### config.mk
export PLATFORM = sky130hd
export DESIGN_NAME = diag_unlock_ctl
export DESIGN_NICKNAME = d
export VERILOG_FILES = /design/src/rtl/diag_unlock_pkg.sv /design/src/rtl/diag_key_fsm.sv /design/src/rtl/diag_pulse_timer.sv /design/src/rtl/diag_doorbell.sv /design/src/rtl/diag_unlock_ctl.sv
export SDC_FILE = /design/constraint.sdc
export NUM_CORES = 1
export LEC_CHECK = 0
export BUFFER_PORTS_ARGS = -buffer_cell sky130_fd_sc_hd__buf_2
export CAP_MARGIN = 30
export CORE_ASPECT_RATIO = 1.2
export CORE_MARGIN = 2
export CORE_UTILIZATION = 48
export DETAILED_ROUTE_END_ITERATION = 6
export GPL_TIMING_DRIVEN = 0
export HOLD_SLACK_MARGIN = 0.02
export PLACE_DENSITY = 0.93
export SLEW_MARGIN = 20
export SYNTH_ARGS = -nofsm -noshare
export SYNTH_HDL_FRONTEND = slang
export SYNTH_HIERARCHICAL = 1
export SYNTH_SLANG_ARGS = --single-unit
### constraint.sdc
create_clock -name clk -period 8.2 [get_ports clk]
set_input_delay 0 -clock clk [delete_from_list [all_inputs] [get_ports clk]]
set_output_delay 0 -clock clk [all_outputs]
set_load 0.02 [all_outputs]
### src/rtl/diag_unlock_pkg.sv
package diag_unlock_pkg;

    typedef enum logic [2:0] {
        ST_IDLE  = 3'd0,
        ST_K1    = 3'd1,
        ST_K2    = 3'd2,
        ST_K3    = 3'd3,
        ST_K4    = 3'd4,
        ST_OPEN  = 3'd5,
        ST_PULSE = 3'd6
    } ustate_t;

    localparam int KEY_LEN = 5;

    // Expected key word for a given progress index
    function automatic logic [31:0] key_word(input logic [2:0] idx);
        case (idx)
            3'd0:    key_word = 32'h4;
            3'd1:    key_word = 32'hB;
            3'd2:    key_word = 32'h2;
            3'd3:    key_word = 32'h7;
            default: key_word = 32'hD;
        endcase
    endfunction

endpackage

### src/rtl/diag_key_fsm.sv
module diag_key_fsm
    import diag_unlock_pkg::*;
(
    input  logic        clk,
    input  logic        rst_n,
    input  logic        key_wr,
    input  logic [31:0] key_data,
    input  logic        diag_wr,
    input  logic        diag_rst_bit,
    input  logic        pulse_last,
    output logic        unlocked,
    output logic        pulsing,
    output logic        fire
);

    ustate_t state, state_nx;

    always_ff @(posedge clk) begin
        if (!rst_n) state <= ST_IDLE;
        else        state <= state_nx;
    end

    always_comb begin
        state_nx = state;
        unique case (state)
            ST_IDLE, ST_K1, ST_K2, ST_K3, ST_K4: begin
                if (key_wr) begin
                    if (key_data == key_word(state))
                        state_nx = (state == ST_K4) ? ST_OPEN
                                                    : ustate_t'(state + 3'd1);
                    else
                        state_nx = ST_IDLE;
                end
            end
            ST_OPEN: begin
                if (key_wr)
                    state_nx = ST_IDLE;
                else if (diag_wr && diag_rst_bit)
                    state_nx = ST_PULSE;
            end
            ST_PULSE: begin
                if (pulse_last) state_nx = ST_IDLE;
            end
            default: state_nx = ST_IDLE;
        endcase
    end

    always_comb begin
        unlocked = (state == ST_OPEN);
        pulsing  = (state == ST_PULSE);
        fire     = (state == ST_OPEN) && diag_wr && diag_rst_bit && !key_wr;
    end

endmodule

### src/rtl/diag_pulse_timer.sv
module diag_pulse_timer #(
    parameter int LEN = 16
) (
    input  logic clk,
    input  logic rst_n,
    input  logic start,
    input  logic run,
    output logic last
);

    localparam int CW = (LEN > 1) ? $clog2(LEN) : 1;

    logic [CW-1:0] cnt;

    always_ff @(posedge clk) begin
        if (!rst_n)
            cnt <= '0;
        else if (start)
            cnt <= CW'(LEN - 1);
        else if (run && cnt != '0)
            cnt <= cnt - 1'b1;
    end

    assign last = run && (cnt == '0);

endmodule

### src/rtl/diag_doorbell.sv
module diag_doorbell #(
    parameter int W = 32
) (
    input  logic         clk,
    input  logic         rst_n,
    input  logic         clr_all,
    input  logic         set_en,
    input  logic [W-1:0] set_bits,
    input  logic [W-1:0] loc_clr,
    output logic [W-1:0] bits
);

    logic [W-1:0] set_mask;

    assign set_mask = set_en ? set_bits : '0;

    always_ff @(posedge clk) begin
        if (!rst_n || clr_all)
            bits <= '0;
        else
            bits <= (bits & ~loc_clr) | set_mask;
    end

endmodule

### src/rtl/diag_unlock_ctl.sv
module diag_unlock_ctl #(
    parameter int          AW          = 8,
    parameter int          DW          = 32,
    parameter int          OFF_W       = 20,
    parameter int          PULSE_LEN   = 16,
    parameter logic [7:0]  ADR_KEY     = 8'h04,
    parameter logic [7:0]  ADR_DIAG    = 8'h08,
    parameter logic [7:0]  ADR_BELL    = 8'h20,
    parameter logic [7:0]  ADR_IRQEN   = 8'h30,
    parameter int          REMAP_FLOOR = 'h80
) (
    input  logic             clk,
    input  logic             rst_n,
    input  logic             wr_en,
    input  logic [AW-1:0]    wr_addr,
    input  logic [DW-1:0]    wr_data,
    input  logic [DW-1:0]    db_clr,
    input  logic             acc_valid,
    input  logic [OFF_W-1:0] acc_off,
    output logic             unlocked,
    output logic             soft_rst,
    output logic             map_on,
    output logic             acc_remap,
    output logic [DW-1:0]    doorbell,
    output logic             irq
);

    localparam logic [OFF_W-1:0] FLOOR = OFF_W'(REMAP_FLOOR);

    logic wr_ok, key_wr, diag_wr, bell_wr, en_wr;
    logic fire, pulse_last, irq_en;

    // Host writes are dropped while the soft reset pulse runs
    assign wr_ok   = wr_en && !soft_rst;
    assign key_wr  = wr_ok && (wr_addr == AW'(ADR_KEY));
    assign diag_wr = wr_ok && (wr_addr == AW'(ADR_DIAG));
    assign bell_wr = wr_ok && (wr_addr == AW'(ADR_BELL));
    assign en_wr   = wr_ok && (wr_addr == AW'(ADR_IRQEN));

    diag_key_fsm u_fsm (
        .clk         (clk),
        .rst_n       (rst_n),
        .key_wr      (key_wr),
        .key_data    (32'(wr_data)),
        .diag_wr     (diag_wr),
        .diag_rst_bit(wr_data[0]),
        .pulse_last  (pulse_last),
        .unlocked    (unlocked),
        .pulsing     (soft_rst),
        .fire        (fire)
    );

    diag_pulse_timer #(.LEN(PULSE_LEN)) u_tmr (
        .clk  (clk),
        .rst_n(rst_n),
        .start(fire),
        .run  (soft_rst),
        .last (pulse_last)
    );

    diag_doorbell #(.W(DW)) u_bell (
        .clk     (clk),
        .rst_n   (rst_n),
        .clr_all (soft_rst),
        .set_en  (bell_wr),
        .set_bits(wr_data),
        .loc_clr (db_clr),
        .bits    (doorbell)
    );

    always_ff @(posedge clk) begin
        if (!rst_n || fire)
            map_on <= 1'b0;
        else if (diag_wr && unlocked)
            map_on <= wr_data[1];
    end

    always_ff @(posedge clk) begin
        if (!rst_n || soft_rst)
            irq_en <= 1'b0;
        else if (en_wr)
            irq_en <= wr_data[0];
    end

    assign irq       = irq_en && (doorbell != '0);
    assign acc_remap = map_on && acc_valid && (acc_off >= FLOOR);

endmodule

* Word-level counts from Yosys, hierarchy flattened
Index checks and enable logic that the tools add are counted.
** Word-level totals
- Bits in registers :: 41
- Input port bits :: 96
- Output and inout bits :: 37
- Logic and storage cells :: 64
** Operators by class
- Add/sub/neg operators :: 2
- $lt $le $gt $ge :: 1
- Eq/ne operators :: 14
- Muxes and demuxes :: 13
- Bitwise logic cells :: 3
- Reduce and logical (&&, ||, !) cells :: 26
** Operators by type and width (count)
- $mux 32 :: 3
- $and 32x32->32 :: 1
- $eq 32x32->1 :: 1
- $not 32->32 :: 1
- $or 32x32->32 :: 1
- $reduce_bool 32->1 :: 1
- $ge 20x8->1 const B :: 1
- $mux 3 :: 6
- $eq 8x6->1 const B :: 2
- $pmux 4 s4 :: 1
- $logic_and 1x1->1 :: 14
- $eq 3x3->1 const B :: 3
- $pmux 3 s3 :: 1
- $eq 8x3->1 const B :: 1
- $eq 8x4->1 const B :: 1
- $mux 4 :: 2
- $eq 3x2->1 const B :: 2
- $reduce_or 5->1 :: 1
- $logic_not 4->1 :: 1
- $ne 2x1->1 const B :: 2
- $reduce_bool 4->1 :: 1
- $sub 4x1->4 const B :: 1
- $add 3x1->3 const B :: 1
- $eq 3x1->1 const B :: 1
- 6 further kinds :: 9

* Depth between registers and ports, before layout
- Depth in word-level cells :: 10
- Mapped depth :: 10
- Depth with buffers taken out :: 10

* Modules after synthesis
The synthesis kept the hierarchy.
** Modules (own cells, without submodules)
- diag_doorbell :: instances 1, cells an instance 135, area each 1307.5 um^2, sequential area each 640.6 um^2
- diag_key_fsm :: instances 1, cells an instance 80, area each 580.6 um^2, sequential area each 60.1 um^2
- diag_unlock_ctl :: instances 1, cells an instance 39, area each 291.5 um^2, sequential area each 40.0 um^2
- diag_pulse_timer :: instances 1, cells an instance 25, area each 224.0 um^2, sequential area each 80.1 um^2

* Least setup slack after synthesis
Ideal clock, no wire load.
- Path kind :: reg-to-reg
- From :: register u_fsm.state[0]
- To :: register u_tmr.cnt[1]
- Setup time :: 0.119 ns
- Arrival :: 2.572 ns
- Required time :: 8.081 ns
- Path slack :: 5.509 ns
- Cell stages (with the launch flop) :: 10
- Path buffers :: 0
- Clock period less this slack :: 2.691 ns
- Path through :: dfxtp_1 -> inv_1 -> ha_1 -> and2_1 -> nor4b_1 -> nand2_1 -> nor4b_1 -> nor3_1 -> nand3b_1 -> o221a_2
** Between the ends
- Elaborated cells between the ends (all ways) :: 13
- Classes of those cells :: eq/ne (2); mux (1); reduce/logical (10)
** RTL lines
- start: declaration :: RTL line diag_key_fsm.sv:16 : ustate_t state, state_nx;
- start signal: assignment :: RTL line diag_key_fsm.sv:20 : else state <= state_nx;
- $eq 3x3->1 (*) :: RTL line diag_key_fsm.sv:50 : pulsing = (state == ST_PULSE);
- net soft_rst :: RTL line diag_unlock_ctl.sv:21 : output logic soft_rst,
- $logic_not 1->1 (*) :: RTL line diag_unlock_ctl.sv:34 : assign wr_ok = wr_en && !soft_rst;
- $logic_and 1x1->1 (*) :: RTL line diag_unlock_ctl.sv:34
- $logic_and 1x1->1 (*) :: RTL line diag_unlock_ctl.sv:35 : assign key_wr = wr_ok && (wr_addr == AW'(ADR_KEY));
- net key_wr :: RTL line diag_unlock_ctl.sv:30 : logic wr_ok, key_wr, diag_wr, bell_wr, en_wr;
- $logic_not 1->1 (*) :: RTL line diag_key_fsm.sv:51 : fire = (state == ST_OPEN) && diag_wr && diag_rst_bit && !key_wr;
- $logic_and 1x1->1 (*) :: RTL line diag_key_fsm.sv:51
- net fire :: RTL line diag_unlock_ctl.sv:31 : logic fire, pulse_last, irq_en;
- $mux 4 or $reduce_bool 2->1 (tied branches)
- end signal: assignment :: RTL line diag_pulse_timer.sv:19 : cnt <= CW'(LEN - 1);
- end signal: assignment :: RTL line diag_pulse_timer.sv:21 : cnt <= cnt - 1'b1;
- end: declaration :: RTL line diag_pulse_timer.sv:13 : logic [CW-1:0] cnt;
The timed path passes the listed nets; every way through them passes the cells marked *.
A chain may end at the register's enable or synchronous reset.

* Final worst setup path
- From :: register u_fsm.state[0]
- To :: register u_bell.bits[5]
** Between the ends
- Longest elaborated chain between the ends :: 6
- Elaborated cells between the ends (all ways) :: 7
- Classes of those cells :: eq/ne (1); mux (1); bitwise (1); reduce/logical (4)
** RTL lines
- $eq 3x3->1 :: RTL line diag_key_fsm.sv:50
- $logic_not 1->1 :: RTL line diag_unlock_ctl.sv:34
- $logic_and 1x1->1 :: RTL line diag_unlock_ctl.sv:34
- $logic_and 1x1->1 :: RTL line diag_unlock_ctl.sv:37 : assign bell_wr = wr_ok && (wr_addr == AW'(ADR_BELL));
- net bell_wr :: RTL line diag_unlock_ctl.sv:30
- $mux 32 :: RTL line diag_doorbell.sv:15 : assign set_mask = set_en ? set_bits : '0;
- $or 32x32->32 :: RTL line diag_doorbell.sv:21 : bits <= (bits & ~loc_clr) | set_mask;
- end signal: assignment :: RTL line diag_doorbell.sv:21
- end: declaration :: RTL line diag_doorbell.sv:10 : output logic [W-1:0] bits
The timed path passes the listed nets, and every way through them passes these cells.

==> results.md <==
- Initial DRC count: 305
- CTS H-Tree Depth: 2
- DRC: 0
- Worst min path class: input pin to flop
- #FFs+latches synth: 41
- Crit path DAT: 3810 ps
- Fin crit period: 3570 ps
- Total clock sinks: 41
- LEAKAGE: 1.71 nW
- DR vias/cell: 5.70
- Vias in the first global route: 3,206
- EDFF count, synth: 0
- Synth area leaders: dfxtp_1 (34%), a21oi_2 (11%), nand2b_1 (8.3%)
- Fillers: 273
- Post-cts sizing count: 0
- Synth unique cells: 48
- Hpwl dp: 5.67 mm
- Share of layout cells above drive strength 1: 38.2%
- Total vias in the final route: 3,052
- Die Height: 81.5 um
- Logic pwr share: 17.2%
- Die ar.: 5590 sq um
- Die Width: 68.6 um
- Net Switching: 0.000111 W
- CORE AREA: 4870 sq um
- CTS clk-pin slew, worst paths: 80 ps
- Site row count: 28
- Tightest Pin Transition: 762 ps
- Setup TNS: 0 ps
- Placed Area: 3110 sq um
- Clock network fraction of total power: 37.0%
- FMAX: 280 MHz
- Global-route usage over all layers: 35.4%
- Initial core utilization: 49.4%
- Setup-failing EPs final: 0
- Yosys top cell by area: dfxtp_1
- Total placed cells including tap cells: 464
- Clk_lat worst skew: 300 ps
- Root buf cell: clkbuf_8
- Critical Path RT: 8440 ps
- Hold path cells: 3
- Peak supply drop: 0.108 mV
- Synth Area per Inst: 8.61 sq um
- Cells on worst reg2reg path: 10
- Switching Share: 25.3%
- Slew Limit Headroom: 49.1%
- Cell Int Power: 0.000328 W
- Cell Area, Synth: 2400 sq um
- Post-synth ARST share: 0%
- Area growth, synth to finish: 60.1%
- Synth top cells by count: nand2_1 (45), dfxtp_1 (41), nand2b_1 (32)
- Fin Clk Skew: 5.86 ps
- Avg WL per Cell: 18.2 um
- Ys Warns: 6
- Clock Tree Buf Depth: 2
- Grt total ovfl: 0
- Register area share after synthesis: 34.1%
- Initial antenna violation count: 0
- Pwr Density: 114 nW/um^2
- DR pass1 iterations: 4
- Mapped Nets: 382
- Post-Layout Cell Count: 535
- Overall Power: 0.000439 W
- Worst Path Max Fanout: 11
- CP endpoint kind: flop
- Port buffer count: 125
- Outcome: finished, final reports clean
- Hold Vio Cnt, Final: 0
- Syn Inst Count: 279
- TritonCTS clock tree: built
- Design Area, Final: 3850 sq um
- Gp weighted congestion: 0.874
- I/O pin count: 133
- First-pass GRT wire length: 14.7 mm
- FF/Latch Area: 821 sq um
- Worst setup SP type: flop
- CTS buffer count: 5
- Most used flip-flop cell after synthesis: dfxtp_1
- Final Slew Violations: 0
- Post-Route WL: 9.76 mm
- Count leader, synth: nand2_1
- DRT antenna net count: 0
- Final nets: 577
- Type of the worst setup path: flop to flop
- Seq pwr share: 45.8%
- MaxCap Viol Count: 0
- Unrepaired setup endpoints after global routing: no
- Pin count of the biggest net entering global routing: 13
- Post-synth top area share: 34.1%
- Fin crit share: 43.6%
- Area of the multi-input gates: 1480 sq um
==> layout by cell type, fill, tap and decap left out, drive strengths merged, types with 2 or more instances in the layout <==
cell type and count:
buf 132, dlygate4sd3 63, nand2 45, dfxtp 41, a21oi 37, nand2b 33, nor4 23, inv 11
nor3 9, nand4 9, ha 7, clkbuf 5, nor2 5, nor2b 4, or4b 4, nor4b 4
o21ai 4, mux2i 3, nand3b 3, o211ai 3, and2 3, o21a 2, or4 2, nor3b 2
o31a 2, or2 2
==> through the flow <==
| step | util, % | worst slack [ps] | hold slack (ps) |
|---|---|---|---|
| 3_5_place_dp | 63.9 | 5030 | 274 |
| 4_1_cts | 79.0 | 4790 | 30.6 |
| 5_1_grt | 79.0 | 4420 | 49.8 |
| 6_report | 79.0 | 4630 | 42.0 |
| 3_3_place_gp | 63.7 | 4990 | 265 |
| 2_1_floorplan | - | 5510 | 128 |
==> flip-flops by register name, indices dropped and copies added, names as in the netlist <==
| register | count |
|---|---|
| irq_en | 1 |
| map_on | 1 |
| u_bell/bits | 32 |
| u_fsm/state | 3 |
| u_tmr/cnt | 4 |
==> critical path, cell delays in order (launching register included) <==
cell and delay (ps):
dfxtp_1 430, inv_1 130, ha_1 310, and2_1 310, nor4b_1 410, nand2_1 150
nor4b_2 710, buf_6 250, nand2_1 80, a21oi_2 130, dlygate4sd3_1 600
==> cell families (layout without fill, tap and decap cells) <==
kind of cell	count (synthesis)	count (layout)	share of synthesized area (%)
flops	41	41	34.1
other cells	0	1	0
buf+inv	18	213	4.53
simple gates	151	151	36.2
fa+ha+maj	7	7	3.64
mux	3	3	1.25
xor+xnor	1	1	0.364
compound gates	58	58	19.8
==> power by group through the flow <==
stage               Combinational [W]  Sequential, W  Clock, W
global placement            0.0000574       0.000206         0
CTS                         0.0000715       0.000201  0.000163
finish                      0.0000756       0.000201  0.000162
detailed placement          0.0000592       0.000206         0
floorplan                   0.0000264       0.000206         0
global route                0.0000806       0.000201  0.000170
==> timing repair <==
| item | CTS | global route |
|---|---|---|
| hold endpoints to repair | 32 | 0 |
| hold buffers | 63 | 0 |
| buffers inserted | 0 | 0 |
==> layout make-up <==
cell class	instances	area share, %
Inverter	11	1.07
Multi-Input combinational cell	220	38.5
Antenna cell	1	0.0650
Buffer	7	1.76
Clock buffer	5	1.79
Timing Repair Buffer	188	32.7
Tap cell	60	1.95
Sequential cell	41	21.3
Clock inverter	2	0.911
==> routing by layer <==
| layer | up-vias | global-route usage [%] | share of wire, % |
|---|---|---|---|
| met1 | 1408 | 35.8 | 36 |
| li1 | 1401 | - | - |
| met4 | 0 | 22.4 | 3.8 |
| met3 | 41 | 7.53 | 7.7 |
| met5 | - | 0 | 0 |
| met2 | 202 | 63.9 | 53 |
==> path summary, 6_finish.rpt <==
kind,start,end,slack [ps]
max reg2reg,u_fsm/state[0],u_bell/bits[5],4630
max,u_fsm/state[0],u_bell/bits[5],4630
min reg2reg,map_on,map_on,490
min,wr_data[0],irq_en,40
No activity file was read; power rests on OpenSTA's default activity.
